`config.mk`:
```
export PLATFORM = sky130hd
export DESIGN_NAME = slip_ctrl
export DESIGN_NICKNAME = d
export VERILOG_FILES = /design/src/rtl/slip_pkg.sv /design/src/rtl/slip_thr_table.sv /design/src/rtl/slip_chan.sv /design/src/rtl/slip_ctrl.sv
export SDC_FILE = /design/constraint.sdc
export NUM_CORES = 1
export LEC_CHECK = 0
export CAP_MARGIN = 20
export CORE_UTILIZATION = 35
export CTS_CLUSTER_SIZE = 20
export DETAILED_ROUTE_END_ITERATION = 6
export SYNTH_ARGS = -nofsm -noshare
export SYNTH_HDL_FRONTEND = slang
export SYNTH_SLANG_ARGS = --single-unit
```
`constraint.sdc`:
```
create_clock -name clk -period 4.2 [get_ports clk]
set_input_delay 0.42 -clock clk [delete_from_list [all_inputs] [get_ports clk]]
set_output_delay 0.42 -clock clk [all_outputs]
set_load 0.02 [all_outputs]
```
`src/rtl/slip_pkg.sv`:
```
package slip_pkg;

  typedef struct packed {
    logic [7:0] wr_stop;
    logic [7:0] wr_start;
    logic [7:0] rd_stop;
    logic [7:0] rd_start;
    logic       structured;
    logic       repeat_en;
    logic [5:0] frame;
  } thr_t;

  localparam int REC_BYTES = 8;
  localparam int REC_USED  = 5;

  localparam thr_t THR_DEFAULT = '{
    wr_stop:    8'd14,
    wr_start:   8'd8,
    rd_stop:    8'd1,
    rd_start:   8'd6,
    structured: 1'b0,
    repeat_en:  1'b0,
    frame:      6'd4
  };

endpackage

```
`src/rtl/slip_thr_table.sv`:
```
module slip_thr_table
  import slip_pkg::*;
#(
  parameter int                NCH    = 4,
  parameter int                ADDR_W = 10,
  parameter logic [ADDR_W-1:0] BASE   = 10'h100
) (
  input  logic                       clk,
  input  logic                       rst,
  input  logic                       cfg_we,
  input  logic [ADDR_W-1:0]          cfg_addr,
  input  logic [7:0]                 cfg_wdata,
  output thr_t [NCH-1:0]             thr,
  output logic [NCH-1:0]             cfg_err
);

  localparam int CH_W   = $clog2(NCH);
  localparam int SPAN   = NCH * REC_BYTES;

  logic [ADDR_W-1:0] off;
  logic              hit;
  logic [CH_W-1:0]   ch_sel;
  logic [2:0]        byte_sel;

  // offset from the table base; a hit needs the address at or above base
  // and below the end of the last record
  assign off      = cfg_addr - BASE;
  assign hit      = cfg_we && (cfg_addr >= BASE) && (32'(off) < SPAN);
  assign ch_sel   = off[CH_W+2:3];
  assign byte_sel = off[2:0];

  for (genvar c = 0; c < NCH; c++) begin : g_rec
    thr_t        rec_q;
    logic signed [8:0] gap;

    always_ff @(posedge clk) begin
      if (rst) begin
        rec_q <= THR_DEFAULT;
      end else if (hit && (ch_sel == CH_W'(c))) begin
        case (byte_sel)
          3'd0: rec_q.wr_stop  <= cfg_wdata;
          3'd1: rec_q.wr_start <= cfg_wdata;
          3'd2: rec_q.rd_stop  <= cfg_wdata;
          3'd3: rec_q.rd_start <= cfg_wdata;
          3'd4: begin
            rec_q.structured <= cfg_wdata[7];
            rec_q.repeat_en  <= cfg_wdata[6];
            rec_q.frame      <= cfg_wdata[5:0];
          end
          default: ;
        endcase
      end
    end

    // reader gap must cover at least one frame
    assign gap = $signed({rec_q.rd_start[7], rec_q.rd_start})
               - $signed({rec_q.rd_stop[7], rec_q.rd_stop});

    always_ff @(posedge clk) begin
      if (rst) cfg_err[c] <= 1'b0;
      else     cfg_err[c] <= (gap < $signed({3'b000, rec_q.frame}));
    end

    assign thr[c] = rec_q;
  end

endmodule

```
`src/rtl/slip_chan.sv`:
```
module slip_chan
  import slip_pkg::*;
#(
  parameter int RING  = 16,
  parameter int CNT_W = 8,
  localparam int PTR_W = $clog2(RING)
) (
  input  logic             clk,
  input  logic             rst,
  input  thr_t             thr,
  input  logic             wr_close,
  input  logic             wr_eosf,
  input  logic             rd_close,
  input  logic             cell_valid,
  input  logic             cell_ptr_ok,
  output logic [CNT_W-1:0] cnt,
  output logic             wr_hold,
  output logic             rd_hold,
  output logic             rd_repeat,
  output logic             wr_resync,
  output logic             resync_done,
  output logic [PTR_W-1:0] wr_ptr,
  output logic [PTR_W-1:0] rd_ptr
);

  logic signed [CNT_W-1:0] cnt_q, cnt_n;
  logic signed [CNT_W-1:0] t_wsp, t_wst, t_rsp, t_rst;
  logic                    wh_q, wh_n, rh_q, rh_n, rs_q, rs_n;
  logic                    rep_q, done_q;
  logic [PTR_W-1:0]        wp_q, wp_n, rp_q, eosf_q;
  logic                    wr_acc, rd_acc, release_w, match;

  function automatic logic [PTR_W-1:0] inc(input logic [PTR_W-1:0] p);
    return (32'(p) == RING - 1) ? '0 : p + 1'b1;
  endfunction

  function automatic logic signed [CNT_W-1:0] sx(input logic [7:0] b);
    return CNT_W'($signed(b));
  endfunction

  assign t_wsp = sx(thr.wr_stop);
  assign t_wst = sx(thr.wr_start);
  assign t_rsp = sx(thr.rd_stop);
  assign t_rst = sx(thr.rd_start);

  assign wr_acc = wr_close && !wh_q && !rs_q;
  assign rd_acc = rd_close && !rh_q;

  always_comb begin
    cnt_n = cnt_q;
    if (wr_acc && !rd_acc) cnt_n = cnt_q + 1'b1;
    if (rd_acc && !wr_acc) cnt_n = cnt_q - 1'b1;
  end

  // writer hysteresis on post-update count
  assign release_w = wh_q && (cnt_n <= t_wst);
  assign wh_n      = wh_q ? !release_w : (!rs_q && (cnt_n >= t_wsp));

  // resync completion depends on mode
  assign match = cell_valid && (!thr.structured || cell_ptr_ok);
  assign rs_n  = release_w ? 1'b1 : (rs_q && !match);

  // reader hysteresis on post-update count
  assign rh_n = rh_q ? !(cnt_n >= t_rst) : (cnt_n <= t_rsp);

  always_comb begin
    wp_n = wp_q;
    if (release_w)   wp_n = inc(eosf_q);
    else if (wr_acc) wp_n = inc(wp_q);
  end

  always_ff @(posedge clk) begin
    if (rst) begin
      cnt_q  <= '0;
      wh_q   <= 1'b0;
      rh_q   <= 1'b0;
      rs_q   <= 1'b0;
      rep_q  <= 1'b0;
      done_q <= 1'b0;
      wp_q   <= '0;
      rp_q   <= '0;
      eosf_q <= PTR_W'(RING - 1);
    end else begin
      cnt_q  <= cnt_n;
      wh_q   <= wh_n;
      rh_q   <= rh_n;
      rs_q   <= rs_n;
      rep_q  <= rh_n && thr.repeat_en;
      done_q <= rs_q && match && !release_w;
      wp_q   <= wp_n;
      if (rd_acc) rp_q <= inc(rp_q);
      if (wr_acc && wr_eosf) eosf_q <= wp_q;
    end
  end

  assign cnt         = cnt_q;
  assign wr_hold     = wh_q;
  assign rd_hold     = rh_q;
  assign rd_repeat   = rep_q;
  assign wr_resync   = rs_q;
  assign resync_done = done_q;
  assign wr_ptr      = wp_q;
  assign rd_ptr      = rp_q;

endmodule

```
`src/rtl/slip_ctrl.sv`:
```
module slip_ctrl
  import slip_pkg::*;
#(
  parameter int                NCH    = 4,
  parameter int                RING   = 16,
  parameter int                CNT_W  = 8,
  parameter int                ADDR_W = 10,
  parameter logic [ADDR_W-1:0] BASE   = 10'h100,
  localparam int               PTR_W  = $clog2(RING)
) (
  input  logic                        clk,
  input  logic                        rst,
  input  logic                        cfg_we,
  input  logic [ADDR_W-1:0]           cfg_addr,
  input  logic [7:0]                  cfg_wdata,
  input  logic [NCH-1:0]              wr_close,
  input  logic [NCH-1:0]              wr_eosf,
  input  logic [NCH-1:0]              rd_close,
  input  logic [NCH-1:0]              cell_valid,
  input  logic [NCH-1:0]              cell_ptr_ok,
  output logic [NCH-1:0][CNT_W-1:0]   cnt,
  output logic [NCH-1:0]              wr_hold,
  output logic [NCH-1:0]              rd_hold,
  output logic [NCH-1:0]              rd_repeat,
  output logic [NCH-1:0]              wr_resync,
  output logic [NCH-1:0]              resync_done,
  output logic [NCH-1:0][PTR_W-1:0]   wr_ptr,
  output logic [NCH-1:0][PTR_W-1:0]   rd_ptr,
  output logic [NCH-1:0]              cfg_err
);

  thr_t [NCH-1:0] thr;

  slip_thr_table #(.NCH(NCH), .ADDR_W(ADDR_W), .BASE(BASE)) u_tbl (
    .clk       (clk),
    .rst       (rst),
    .cfg_we    (cfg_we),
    .cfg_addr  (cfg_addr),
    .cfg_wdata (cfg_wdata),
    .thr       (thr),
    .cfg_err   (cfg_err)
  );

  for (genvar c = 0; c < NCH; c++) begin : g_ch
    slip_chan #(.RING(RING), .CNT_W(CNT_W)) u_ch (
      .clk         (clk),
      .rst         (rst),
      .thr         (thr[c]),
      .wr_close    (wr_close[c]),
      .wr_eosf     (wr_eosf[c]),
      .rd_close    (rd_close[c]),
      .cell_valid  (cell_valid[c]),
      .cell_ptr_ok (cell_ptr_ok[c]),
      .cnt         (cnt[c]),
      .wr_hold     (wr_hold[c]),
      .rd_hold     (rd_hold[c]),
      .rd_repeat   (rd_repeat[c]),
      .wr_resync   (wr_resync[c]),
      .resync_done (resync_done[c]),
      .wr_ptr      (wr_ptr[c]),
      .rd_ptr      (rd_ptr[c])
    );
  end

endmodule

```
==> impl_metrics.env <==
export IMPL_area_growth_pct=18.6
export IMPL_critPathRequiredTime_ps=4710
export IMPL_antenna_found_initial=4
export IMPL_yosysSeqAreaShare=0.332
export IMPL_async_flop_share=0
export IMPL_syn_area_um2=15900
export IMPL_clockPowerShare=0.216
export IMPL_rsz0062_at_grt="false"
export IMPL_synthTopCellsByCount="264 x dfxtp_1, 239 x nor2_1, 200 x ha_1"
export IMPL_avgSynthCellArea_um2=8.75
export IMPL_setup_worst_path_class="reg2reg"
export IMPL_worst_pin_slew_ps=1070
export IMPL_grt_pass1_wl_um=64700
export IMPL_worst_path_max_delay_cell="or3b_1"
export IMPL_synthCells=1818
export IMPL_io_pins=129
export IMPL_multiInputGateArea_um2=9490
export IMPL_path_buf_inv=0
export IMPL_ys_flop_type="dfxtp_1"
export IMPL_synthTopCellsByArea="dfxtp_1 33%, ha_1 16%, mux2i_1 7.9%"
export IMPL_die_area_um2=46300
export IMPL_intPower_mw=7.25
export IMPL_die_w_um=215
export IMPL_ys_ff_latch=264
export IMPL_p_switching_mw=4.70
export IMPL_nets=2188
export IMPL_grt_overflow=0
export IMPL_vdd_drop_max_v=0.000416
export IMPL_p_sw_frac=0.393
export IMPL_ant_nets=0
export IMPL_numPortBuffers=128
export IMPL_die_height_um=215
export IMPL_tns_ps=0
export IMPL_grt_max_degree=125
export IMPL_power_per_cell_area_nw_per_um2=634
export IMPL_grt_total_usage=0.168
export IMPL_seq_area_um2=5290
export IMPL_num_vias=12871
export IMPL_synth_nets=2063
export IMPL_worstPathCellList="or3b_1 -> nor2_8 -> and3_1 -> and4_1 -> a32o_2 -> xor2_2 -> ha_1 -> nand4_1 -> a211o_1 -> and4b_1 -> o31a_1 -> nor2_1 -> o21ai_0 -> a21oi_1"
export IMPL_path_clk_slew_ps=60
export IMPL_synth_warnings=0
export IMPL_maxCapViolations=0
export IMPL_dp_hpwl_um=28300
export IMPL_vias_per_cell=5.03
export IMPL_p_leak_nw=7.81
export IMPL_postCtsHoldBufs=0
export IMPL_clkSinkCount=264
export IMPL_critical_path_top_delay_family="simple AND/OR/NAND/NOR gates"
export IMPL_cts_buffers=31
export IMPL_synth_edff_count=0
export IMPL_synth_most_common_cell="dfxtp_1"
export IMPL_seqPwrFrac=0.272
export IMPL_yosys_area_top_type_share=0.332
export IMPL_design_core_area_um2=44500
export IMPL_wl_per_cell_um=15.2
export IMPL_routed_wl_um=39000
export IMPL_clk_path_buf_depth=3
export IMPL_worst_ep_arrival_time_ps=4180
export IMPL_finalSetupViolCount=0
export IMPL_finalHoldViolCount=0
export IMPL_nFillCells=4425
export IMPL_num_rows=77
export IMPL_dr_pass1_iters=5
export IMPL_root_buffer="clkbuf_16"
export IMPL_cts_setup_buffers=0
export IMPL_drv_slew=0
export IMPL_fmaxAchievable_mhz=273
export IMPL_htreeDepth=1
export IMPL_cts_tree="yes"
export IMPL_max_stage_delay_ps=500
export IMPL_cp_max_fo=6
export IMPL_status="finished clean"
export IMPL_place_congestion=0.844
export IMPL_crit_path_start_kind="register"
export IMPL_post_cts_resized=0
export IMPL_hp_class="in2reg"
export IMPL_grt_pass1_vias=12805
export IMPL_fin_util=0.424
export IMPL_drt_iter0_drc=715
export IMPL_crit_path_end_kind="register"
export IMPL_drc=0
export IMPL_min_period_ps=3670
export IMPL_fin_crit_sh=0.873
export IMPL_slew_headroom=0.284
export IMPL_fin_worst_skew_ps=11.0
export IMPL_comb_power_share=0.512
export IMPL_synth_distinct_cells=74
export IMPL_worstSkewPairLatency_ps=570
export IMPL_synth_area_leader_cell="dfxtp_1"
export IMPL_initial_core_util=0.357
export IMPL_drive_gt1_frac=0.0702
## cell families (layout without fill, tap and decap cells)
| family | after synthesis | count (layout) | synth area share |
|---|---|---|---|
| AO/OA/AOI/OAI | 342 | 342 | 0.149 |
| multiplexers | 126 | 126 | 0.0793 |
| XOR/XNOR | 63 | 63 | 0.0356 |
| adder cells (fa/ha/maj) | 204 | 204 | 0.162 |
| flip-flops | 264 | 264 | 0.332 |
| other | 0 | 1 | 0 |
| AND/OR/NAND/NOR | 544 | 544 | 0.171 |
| buffers and inverters | 275 | 423 | 0.0711 |
## worst register-to-register path: cells and delay by family, from the launching register on
| family | cells | cell delay [ps] |
|---|---|---|
| xor+xnor | 1 | 80 |
| simple gates | 7 | 1720 |
| compound gates | 5 | 1100 |
| flops | 1 | 370 |
| fa+ha+maj | 1 | 330 |
## state kept, by name, indices dropped and copies added (netlist names)
register / cells
g_ch.u_ch.cnt: 32
g_ch.u_ch.eosf_q: 16
g_ch.u_ch.rd_hold: 4
g_ch.u_ch.rd_ptr: 16
g_ch.u_ch.rd_repeat: 4
g_ch.u_ch.resync_done: 4
g_ch.u_ch.wr_hold: 4
g_ch.u_ch.wr_ptr: 16
g_ch.u_ch.wr_resync: 4
u_tbl.cfg_err: 4
u_tbl.thr: 160
## placed cells by master (no fill, tap or decap), types with 5 or more instances in the layout
cell | Yosys | layout
a211o_1 | 50 | 50
a211oi_1 | 15 | 15
a21boi_0 | 8 | 8
a21o_1 | 27 | 27
a21oi_1 | 86 | 86
a311o_1 | 7 | 7
a311oi_1 | 11 | 11
a31oi_1 | 13 | 13
and2_1 | 11 | 11
and3_1 | 20 | 20
and4_1 | 8 | 8
buf_4 | 20 | 47
clkbuf_1 | 50 | 5
clkbuf_16 | 0 | 31
clkbuf_8 | 0 | 9
clkdlybuf4s50_1 | 0 | 127
clkinv_2 | 0 | 10
dfxtp_1 | 264 | 264
ha_1 | 200 | 200
inv_1 | 191 | 191
mux2i_1 | 126 | 126
nand2_1 | 70 | 70
nand2b_1 | 24 | 24
nand3_1 | 22 | 22
nand3b_1 | 5 | 5
nand4_1 | 13 | 13
nor2_1 | 239 | 239
nor2_2 | 13 | 13
nor2b_1 | 45 | 45
nor3_1 | 13 | 13
nor3b_1 | 10 | 10
nor4_1 | 9 | 9
o211ai_1 | 13 | 13
o21a_1 | 10 | 10
o21ai_0 | 57 | 57
o31ai_1 | 6 | 6
or2_2 | 8 | 8
or3_1 | 9 | 9
xnor2_1 | 43 | 43
xor2_1 | 18 | 18
## per-layer routing
metal | track usage | wire [µm]
met1 | 0.217 | 18500
met2 | 0.287 | 18000
met3 | 0.0285 | 1600
met4 | 0.0409 | 848
met5 | 0 | 39
## power groups by stage
stage	Clock (mW)	Sequential [mW]	Combinational [mW]
2_1_floorplan	0	3.41	3.99
3_3_place_gp	0	3.30	5.97
4_1_cts	2.68	3.25	6.17
3_5_place_dp	0	3.30	6.13
6_report	2.59	3.25	6.12
5_1_grt	2.77	3.31	6.91
## area by class of cell
| type | instances | share of cell area |
|---|---|---|
| Clock buffer | 44 | 0.0480 |
| Antenna cell | 1 | 0.000133 |
| Clock inverter | 12 | 0.00358 |
| Inverter | 191 | 0.0380 |
| Multi-Input combinational cell | 1279 | 0.503 |
| Tap cell | 592 | 0.0393 |
| Timing Repair Buffer | 176 | 0.0879 |
| Sequential cell | 264 | 0.280 |
## stage by stage
stage	cell area, µm²	total power, mW	hold slack, ps	instances	setup slack [ps]
floorplan	15900	7.40	429	1818	767
global placement	17900	9.26	443	2502	221
detailed placement	17900	9.43	451	2502	109
CTS	18900	12.1	430	2558	582
global route	18900	13.0	474	2558	273
finish	18900	12.0	458	2559	534
## path summary, 6_finish.rpt
check	start	end	slack [ps]	cells after the start
worst max-delay path	g_ch[1].u_ch.wr_hold	g_ch[1].u_ch.wr_ptr[2]	530	14
worst min register to register	u_tbl.thr[27]	u_tbl.thr[27]	460	1
worst max register to register	g_ch[1].u_ch.wr_hold	g_ch[1].u_ch.wr_ptr[2]	530	14
worst min-delay path	cell_valid[2]	g_ch[2].u_ch.resync_done	460	3
(Power assumes the default switching activity.)
